$ cat config.mk
export PLATFORM = sky130hd
export DESIGN_NAME = cq_flag_ctrl
export DESIGN_NICKNAME = d
export VERILOG_FILES = /design/src/rtl/cq_pkg.sv /design/src/rtl/cq_seq_fsm.sv /design/src/rtl/cq_w1c_flag.sv /design/src/rtl/cq_irq_merge.sv /design/src/rtl/cq_flag_ctrl.sv
export SDC_FILE = /design/constraint.sdc
export NUM_CORES = 1
export LEC_CHECK = 0
export BUFFER_PORTS_ARGS = -buffer_cell sky130_fd_sc_hd__buf_2
export CAP_MARGIN = 20
export CORE_AREA = 5 5 42 44
export CTS_BUF_LIST = sky130_fd_sc_hd__clkbuf_2 sky130_fd_sc_hd__clkbuf_4 sky130_fd_sc_hd__clkbuf_8
export CTS_CLUSTER_DIAMETER = 40
export DETAILED_ROUTE_END_ITERATION = 12
export DIE_AREA = 0 0 47 49
export HOLD_SLACK_MARGIN = 0.05
export PLACE_DENSITY = 0.84
export SYNTH_ARGS = -nofsm -noshare
export SYNTH_HDL_FRONTEND = slang
export SYNTH_SLANG_ARGS = --single-unit
$ cat constraint.sdc
create_clock -name clk -period 1.3 [get_ports clk]
set_clock_uncertainty 0.15 [all_clocks]
set_input_delay 0.065 -clock clk [delete_from_list [all_inputs] [get_ports clk]]
set_output_delay 0.065 -clock clk [all_outputs]
set_load 0.01 [all_outputs]
$ cat src/rtl/cq_pkg.sv
package cq_pkg;
  localparam int MODE_W = 2;
  localparam logic [MODE_W-1:0] MODE_SW    = 2'd0;
  localparam logic [MODE_W-1:0] MODE_EDGE  = 2'd1;
  localparam logic [MODE_W-1:0] MODE_LEVEL = 2'd2;

  localparam int NFLAG   = 2;
  localparam int FLAG_PF = 0;
  localparam int FLAG_EQ = 1;

  typedef enum logic [1:0] {
    Q_IDLE = 2'd0,
    Q_WAIT = 2'd1,
    Q_TRIG = 2'd2
  } qstate_t;
endpackage

$ cat src/rtl/cq_seq_fsm.sv
module cq_seq_fsm
  import cq_pkg::*;
(
  input  logic              clk,
  input  logic              rst,
  input  logic [MODE_W-1:0] mode,
  input  logic              gate_open,
  input  logic              queue_en,
  input  logic              acc,
  input  logic              acc_pause,
  input  logic              acc_eoq,
  input  logic              acc_ext,
  input  logic              buf_wr_done,
  input  logic              ser_done,
  output logic              ready,
  output logic              pf_set,
  output logic              eq_set,
  output qstate_t           state
);
  qstate_t state_n;
  logic busy, ext_q, pause_q, eoq_q, gate_q, pend;
  logic is_edge, is_level, is_sw;
  logic done_now, closed, close_apply, pause_done;

  assign is_edge  = (mode == MODE_EDGE);
  assign is_level = (mode == MODE_LEVEL);
  assign is_sw    = !is_edge && !is_level;

  assign done_now    = busy && (ext_q ? ser_done : buf_wr_done);
  assign closed      = is_level && (state == Q_TRIG) && !gate_open;
  assign close_apply = (closed && !busy) || (done_now && (pend || closed));
  assign pause_done  = done_now && pause_q && is_edge;

  assign pf_set = pause_done || (close_apply && is_level);
  assign eq_set = done_now && eoq_q;
  assign ready  = (state == Q_TRIG) && !busy && !closed;

  always_comb begin
    state_n = state;
    if (!queue_en) begin
      state_n = Q_IDLE;
    end else begin
      unique case (state)
        Q_IDLE: state_n = Q_WAIT;
        Q_WAIT: begin
          if (is_sw)                         state_n = Q_TRIG;
          else if (is_edge && gate_open && !gate_q) state_n = Q_TRIG;
          else if (is_level && gate_open)    state_n = Q_TRIG;
        end
        Q_TRIG: begin
          if (eq_set)                          state_n = Q_IDLE;
          else if (pause_done || close_apply)  state_n = Q_WAIT;
        end
        default: state_n = Q_IDLE;
      endcase
    end
  end

  always_ff @(posedge clk) begin
    if (rst) begin
      state   <= Q_IDLE;
      busy    <= 1'b0;
      ext_q   <= 1'b0;
      pause_q <= 1'b0;
      eoq_q   <= 1'b0;
      gate_q  <= 1'b0;
      pend    <= 1'b0;
    end else begin
      state  <= state_n;
      gate_q <= gate_open;
      if (acc) begin
        busy    <= 1'b1;
        ext_q   <= acc_ext;
        pause_q <= acc_pause;
        eoq_q   <= acc_eoq;
      end else if (done_now) begin
        busy <= 1'b0;
      end
      if (done_now || state != Q_TRIG) pend <= 1'b0;
      else if (closed && busy)          pend <= 1'b1;
    end
  end
endmodule

$ cat src/rtl/cq_w1c_flag.sv
module cq_w1c_flag (
  input  logic clk,
  input  logic rst,
  input  logic set,
  input  logic clr,
  output logic flag
);
  always_ff @(posedge clk) begin
    if (rst) flag <= 1'b0;
    else     flag <= set | (flag & ~clr);
  end
endmodule

$ cat src/rtl/cq_irq_merge.sv
module cq_irq_merge #(
  parameter int N = 2
) (
  input  logic         clk,
  input  logic         rst,
  input  logic [N-1:0] flags,
  input  logic [N-1:0] enables,
  output logic         irq
);
  always_ff @(posedge clk) begin
    if (rst) irq <= 1'b0;
    else     irq <= |(flags & enables);
  end
endmodule

$ cat src/rtl/cq_flag_ctrl.sv
module cq_flag_ctrl
  import cq_pkg::*;
(
  input  logic              clk,
  input  logic              rst,
  input  logic [MODE_W-1:0] trig_mode,
  input  logic              gate_open,
  input  logic              queue_en,
  input  logic              cmd_valid,
  output logic              cmd_ready,
  input  logic              cmd_pause,
  input  logic              cmd_eoq,
  input  logic              cmd_ext,
  input  logic              buf_wr_done,
  input  logic              ser_done,
  input  logic              wr_en,
  input  logic [NFLAG-1:0]  wr_data,
  input  logic              pause_ie,
  input  logic              eoq_ie,
  output logic              pause_flag,
  output logic              eoq_flag,
  output logic              irq,
  output logic [1:0]        q_state
);
  qstate_t            st;
  logic               ready_i, pf_set, eq_set;
  logic [NFLAG-1:0]   set_v, flag_v, ie_v;

  cq_seq_fsm u_fsm (
    .clk(clk), .rst(rst), .mode(trig_mode), .gate_open(gate_open),
    .queue_en(queue_en), .acc(cmd_valid && ready_i),
    .acc_pause(cmd_pause), .acc_eoq(cmd_eoq), .acc_ext(cmd_ext),
    .buf_wr_done(buf_wr_done), .ser_done(ser_done),
    .ready(ready_i), .pf_set(pf_set), .eq_set(eq_set), .state(st)
  );

  assign set_v[FLAG_PF] = pf_set;
  assign set_v[FLAG_EQ] = eq_set;
  assign ie_v[FLAG_PF]  = pause_ie;
  assign ie_v[FLAG_EQ]  = eoq_ie;

  for (genvar g = 0; g < NFLAG; g++) begin : g_flag
    cq_w1c_flag u_flag (
      .clk(clk), .rst(rst), .set(set_v[g]),
      .clr(wr_en && wr_data[g]), .flag(flag_v[g])
    );
  end

  cq_irq_merge #(.N(NFLAG)) u_irq (
    .clk(clk), .rst(rst), .flags(flag_v), .enables(ie_v), .irq(irq)
  );

  assign cmd_ready  = ready_i;
  assign pause_flag = flag_v[FLAG_PF];
  assign eoq_flag   = flag_v[FLAG_EQ];
  assign q_state    = st;
endmodule

Word-level counts from Yosys, hierarchy flattened
Cells that the tools add are included.
{"block": "totals", "reg_bits": 11, "in_bits": 17, "out_inout_bits": 6}
{"block": "classes", "eq_ne": 7, "n_mux": 9, "bitwise_logic": 8, "reduce_logical": 36}
{"cell": "1-bit logical AND", "n": 19}
{"cell": "2-bit two-way mux", "n": 5}
{"cell": "1-bit zero test", "n": 6}
{"cell": "2-bit case mux with 3 select lines", "n": 1}
{"cell": "2-bit OR reduction", "n": 3}
{"cell": "1-bit logical OR", "n": 5}
{"cell": "2-bit by 1-bit == test with 1-bit output, second input constant", "n": 2}
{"cell": "2-bit == test, second input constant", "n": 2}
{"cell": "4-bit by 1-bit inequality test with 1-bit output, second input constant", "n": 1}
{"cell": "1-bit two-way mux", "n": 3}
{"cell": "3-bit by 2-bit inequality test with 1-bit output, second input constant", "n": 1}
{"cell": "1-bit inverter", "n": 3}
{"cell": "1-bit AND", "n": 2}
{"cell": "2-bit AND", "n": 1}
{"cell": "2-bit zero test", "n": 1}
{"cell": "2-bit inequality test, second input constant", "n": 1}
{"cell": "1-bit bitwise OR", "n": 2}
{"cell": "2-bit AND reduction", "n": 1}
{"cell": "2-bit nonzero test", "n": 1}

Depth between registers and ports, before layout
{"block": "logic_depth", "ltp_word": 10, "depth_mapped": 6}

Modules after synthesis
From an unflattened synthesis, not the netlist that was laid out.
{"block": "hier_totals", "cells_unflattened": 62, "hier_area_um2": 554.3}
{"mod": "cq_seq_fsm", "instances": 1, "cells_each": 48, "area_each_um2": 426.7, "seq_area_each_um2": 160.2}
{"mod": "cq_w1c_flag", "instances": 2, "cells_each": 4, "area_each_um2": 38.8, "seq_area_each_um2": 20.0}
{"mod": "cq_irq_merge", "instances": 1, "cells_each": 3, "area_each_um2": 31.3, "seq_area_each_um2": 20.0}
{"mod": "cq_flag_ctrl", "instances": 1, "cells_each": 3, "area_each_um2": 18.8, "seq_area_each_um2": 0.0}

Worst setup path before layout
OpenSTA, ideal clock, no wires.
{"block": "synth_path", "kind": "flip-flop to flip-flop", "startpoint": "register u_fsm.state[1]", "endpoint": "register u_fsm.eoq_q", "setup_time_ns": 0.133, "arrival_ns": 1.158, "setup_slack_ns": -0.141, "path_stages_with_launch": 5, "n_path_buf": 0, "path_cell_list": "dfxtp_1 nand2b_4 or4b_4 nand2_1 a21oi_1"}
{"block": "synth_via", "elab_chain_cells": 6, "word_cells_on_any_way": 7, "classes_between": "1 x eq/ne; 6 x reduce/logical"}
{"element": "start: declaration", "line_no": "cq_seq_fsm.sv:18", "source": "output qstate_t state"}
{"element": "start signal: assignment", "line_no": "cq_seq_fsm.sv:69", "source": "state <= state_n;"}
{"element": "2-bit == test (*)", "line_no": "cq_seq_fsm.sv:30, cq_seq_fsm.sv:36"}
{"element": "1-bit logical AND (2 in a row)", "line_no": "cq_seq_fsm.sv:30", "source": "assign closed = is_level && (state == Q_TRIG) && !gate_open;"}
{"element": "1-bit zero test", "line_no": "cq_seq_fsm.sv:36", "source": "assign ready = (state == Q_TRIG) && !busy && !closed;"}
{"element": "1-bit logical AND (*)", "line_no": "cq_seq_fsm.sv:36"}
{"element": "1-bit logical AND (*)", "line_no": "cq_flag_ctrl.sv:31", "source": ".queue_en(queue_en), .acc(cmd_valid && ready_i),"}
{"element": "end signal: assignment", "line_no": "cq_seq_fsm.sv:75", "source": "eoq_q <= acc_eoq;"}
{"element": "end: declaration", "line_no": "cq_seq_fsm.sv:21", "source": "logic busy, ext_q, pause_q, eoq_q, gate_q, pend;"}
Mark *: on every way between the ends. The rest lies on a longest branch, timed or not.
A chain may end at the register's enable or synchronous reset.

Worst setup path in the final report
{"block": "layout_path", "startpoint": "register u_fsm.state[0]", "endpoint": "output cmd_ready"}
{"block": "layout_via", "elab_chain_cells": 5, "word_cells_on_any_way": 6, "classes_between": "1 x eq/ne; 5 x reduce/logical"}
{"element": "2-bit == test (*)", "line_no": "cq_seq_fsm.sv:30, cq_seq_fsm.sv:36"}
{"element": "1-bit logical AND (2 in a row)", "line_no": "cq_seq_fsm.sv:30"}
{"element": "1-bit zero test", "line_no": "cq_seq_fsm.sv:36"}
{"element": "1-bit logical AND (*)", "line_no": "cq_seq_fsm.sv:36"}
{"element": "end: declaration", "line_no": "cq_flag_ctrl.sv:10", "source": "output logic cmd_ready,"}
Marked as above.

==> insert_results.sql <==
INSERT INTO impl_metrics (metric_group, metric, value, unit) VALUES
('timing', 'fmaxAchievable', '713.2', 'MHz'),
('worst_setup_path', 'timing.critical_path.arrival', '1.19', 'ns'),
('clocking', 'clockBufferDepth', '2', ''),
('power', 'leak_pwr', '0.4488', 'nW'),
('synthesis', 'ys.flop_type', 'dfxtp_1', ''),
('power', 'power.switching', '0.0001960', 'W'),
('floorplanning', 'ios', '23', ''),
('power', 'power_frac_comb', '18.5', '%'),
('route', 'average_detailed_routed_wire_length_per_instance', '15.49', 'µm'),
('global_route', 'globalRoute.totalOverflow', '0', ''),
('place', 'postPlaceCellArea', '758.2', 'µm²'),
('layout', 'final_core_utilization', '71.07', '%'),
('clocking', 'cts.sink_count', '11', ''),
('layout', 'layout.cells.most_common', 'buf_2', ''),
('route', 'drc', '0', ''),
('route', 'route.antenna.remaining_nets', '0', ''),
('floorplanning', 'die_width', '47', 'µm'),
('min_path', 'timing.hold.worst.class', 'input pin to register', ''),
('clocking', 'numCtsBuffers', '3', ''),
('power', 'power.density_cell_area', '761.0', 'mW/mm²'),
('synthesis', 'synth_area_per_cell', '8.799', 'µm²'),
('synthesis', 'synthCells', '61', ''),
('synthesis', 'synth_async_sr_flop_share', '0', '%'),
('route', 'routed_via_density', '5.283', ''),
('worst_setup_path', 'critical_path_peak_fanout', '4', ''),
('clocking', 'tritoncts', 'yes', ''),
('layout', 'final_cell_mix', '21 x buf_2, 12 x dlygate4sd3_1, 10 x buf_4', ''),
('clocking', 'clkLatencyLatePin', '0.28', 'ns'),
('power', 'share_seq_of_total_power', '45.4', '%'),
('clocking', 'clk_pin_slew_worst_paths', '0.07', 'ns'),
('synthesis', 'yosys.cell_types.count', '26', ''),
('timing', 'final_setup_slack_of_the_worst_path', '-0.1022', 'ns'),
('synthesis', 'post_synth_instance_area', '536.8', 'µm²'),
('place', 'portBuffers', '22', ''),
('layout', 'drive_gt1_share', '55.86', '%'),
('layout', 'num_antenna_cells', '0', ''),
('power', 'power.internal', '0.0005619', 'W'),
('global_route', 'grt_pass1_wl', '3263', 'µm'),
('power', 'ir_drop', '0.7172', 'mV'),
('synthesis', 'number_of_enable_type_register_cells_in_the_synthesized_netlist', '0', ''),
('synthesis', 'synth.net_count', '80', ''),
('synthesis', 'netlist_top_cells_area', 'dfxtp_1 41%, a21oi_1 5.6%, ha_1 4.7%', ''),
('layout', 'finalInstanceArea', '996.0', 'µm²'),
('place', 'dp_hpwl', '1215', 'µm'),
('worst_setup_path', 'endpoint_kind', 'output port', ''),
('timing', 'finalCritPeriodShare', '107.9', '%'),
('global_route', 'grt_start_max_net_pins', '12', ''),
('global_route', 'antenna_violations_before_repair', '0', ''),
('synthesis', 'synth_sequential_area_ratio', '41.03', '%'),
('timing', 'totalNegativeSetupSlack', '-0.5109', 'ns'),
('run_status', 'status', 'complete, but fails checks', ''),
('power', 'switching_share', '25.86', '%'),
('timing', 'max-slew-margin-rel', '81.72', '%'),
('worst_setup_path', 'timing.critical_path.required', '1.09', 'ns'),
('timing', 'slew_violations', '0', ''),
('floorplanning', 'number_of_rows_in_the_core_area', '14', ''),
('clocking', 'htree_num_levels', '1', ''),
('clocking', 'clockRootBuffer', 'clkbuf_4', ''),
('floorplanning', 'floorplan.initialDensity', '38.30', '%'),
('floorplanning', 'placeableCoreArea', '0.001401', 'mm²'),
('timing', 'finalHoldViolCount', '0', ''),
('global_route', 'gr-usage-all-layers', '19.84', '%'),
('power', 'power.share.clock', '36.1', '%'),
('route', 'detailroute.via_count', '671', ''),
('floorplanning', 'die-area', '0.002303', 'mm²'),
('timing', 'rsz0062_at_grt', 'yes', ''),
('route', 'detail_route.iter0.violations', '13', ''),
('timing', 'post_route_minimum_period', '1.402', 'ns'),
('timing', 'timing_worst_slew_pin_value', '0.2717', 'ns'),
('worst_setup_path', 'timing.setup.critical_path_class', 'register to output port', ''),
('global_route', 'grt_pass1_vias', '768', ''),
('worst_setup_path', 'worst_setup_path_start_kind', 'register', ''),
('synthesis', 'synth-seq-cells', '11', ''),
('run_status', 'failing_checks', 'setup timing', ''),
('layout', 'syn_to_final_growth', '85.55', '%'),
('route', 'drtPass1Iterations', '4', ''),
('synthesis', 'synth_largest_type_area_fraction', '41.03', '%'),
('synthesis', 'synthDominantAreaCellType', 'dfxtp_1', ''),
('synthesis', 'yosysWarningCount', '0', ''),
('layout', 'fin_nets', '131', ''),
('timing', 'timing.final.setup_violations', '6', ''),
('job', 'maxCapViolations', '0', ''),
('floorplanning', 'die-height', '49', 'µm'),
('place', 'place_congestion', '0.8315', ''),
('route', 'detail_route.wirelength', '1967', 'µm');
Yosys cell counts (all sizes together), types with 2 or more instances:
library cell and number:
nand2 6, nor2b 3, nor2 6, nand3 5, inv 2, a21o 2
nand2b 3, a21oi 7, dfxtp 11, ha 2, a22oi 3
critical path, stage by stage (launching register included):
cell	delay (ns)
dfxtp_2	0.32
nand2b_4	0.14
buf_6	0.12
nor3_4	0.12
buf_6	0.13
buf_6	0.09
state kept, by name, summed over array words and instances, names as in the netlist:
register / flops
u_irq.irq: 1
g_flag.u_flag.flag: 2
u_fsm.eoq_q: 1
u_fsm.gate_q: 1
u_fsm.busy: 1
u_fsm.pend: 1
u_fsm.ext_q: 1
u_fsm.state: 2
u_fsm.pause_q: 1
power by group through the flow:
stage	Sequential, W	Clock [W]	Combinational, W
final	0.000344	0.000274	0.000140
after detailed placement	0.000354	0	0.0000951
after global placement	0.000353	0	0.0000916
after CTS	0.000346	0.000265	0.000134
after floorplan	0.000357	0	0.0000393
after global routing	0.000345	0.000293	0.000151
per-stage QoR:
stage | hold WS, ns | setup WS (ns) | power (W) | instances
final | 0.08273 | -0.1022 | 0.0007580 | 127
after global routing | 0.08428 | -0.1499 | 0.0007890 | 127
after CTS | 0.07575 | -0.1055 | 0.0007446 | 127
after detailed placement | 0.1783 | -0.2281 | 0.0004487 | 110
after global placement | 0.1493 | -0.1790 | 0.0004451 | 110
after floorplan | 0.04318 | -0.08849 | 0.0003959 | 61
worst paths after layout:
check	to	from	cells past startpoint	slack [ns]
min reg2reg	u_fsm.ext_q	u_fsm.ext_q	2	0.37
max	cmd_ready	u_fsm.state[0]	5	-0.10
max reg2reg	u_fsm.state[0]	u_fsm.ext_q	4	-0.10
min	u_fsm.busy	cmd_valid	3	0.08
metal layers:
layer	GRT usage [%]	vias up	part of all wire (%)
li1	-	322	-
met1	19.73	301	35
met2	33.71	36	53
met3	4.797	12	5.5
met4	13.82	0	5.5
met5	0	-	0
layout make-up:
| class | instances | area, µm² |
|---|---|---|
| fillers | 102 | 405.4 |
| multi-input cells | 47 | 364.1 |
| repair buffers | 47 | 345.3 |
| flip-flops and latches | 11 | 229.0 |
| well taps | 16 | 20.02 |
| inverters | 2 | 7.507 |
| clock buffers | 4 | 30.03 |
repair_timing:
item / 4_1_cts / 5_1_grt
hold buffers: 12 / 0
hold endpoints to repair: 11 / 0
buffers inserted: 1 / 0
pin swaps: 7 / 4
setup endpoints to repair: 10 / 10
resized for setup: 15 / 7
cell families after synthesis:
group,Yosys count,synth area share [%]
adder cells (fa/ha/maj),2,4.661
buffers and inverters,3,2.098
flip-flops,11,41.03
AO/OA/AOI/OAI,16,19.82
AND/OR/NAND/NOR,28,30.53
multiplexers,1,1.865
Power figures use the tool's default switching activity.
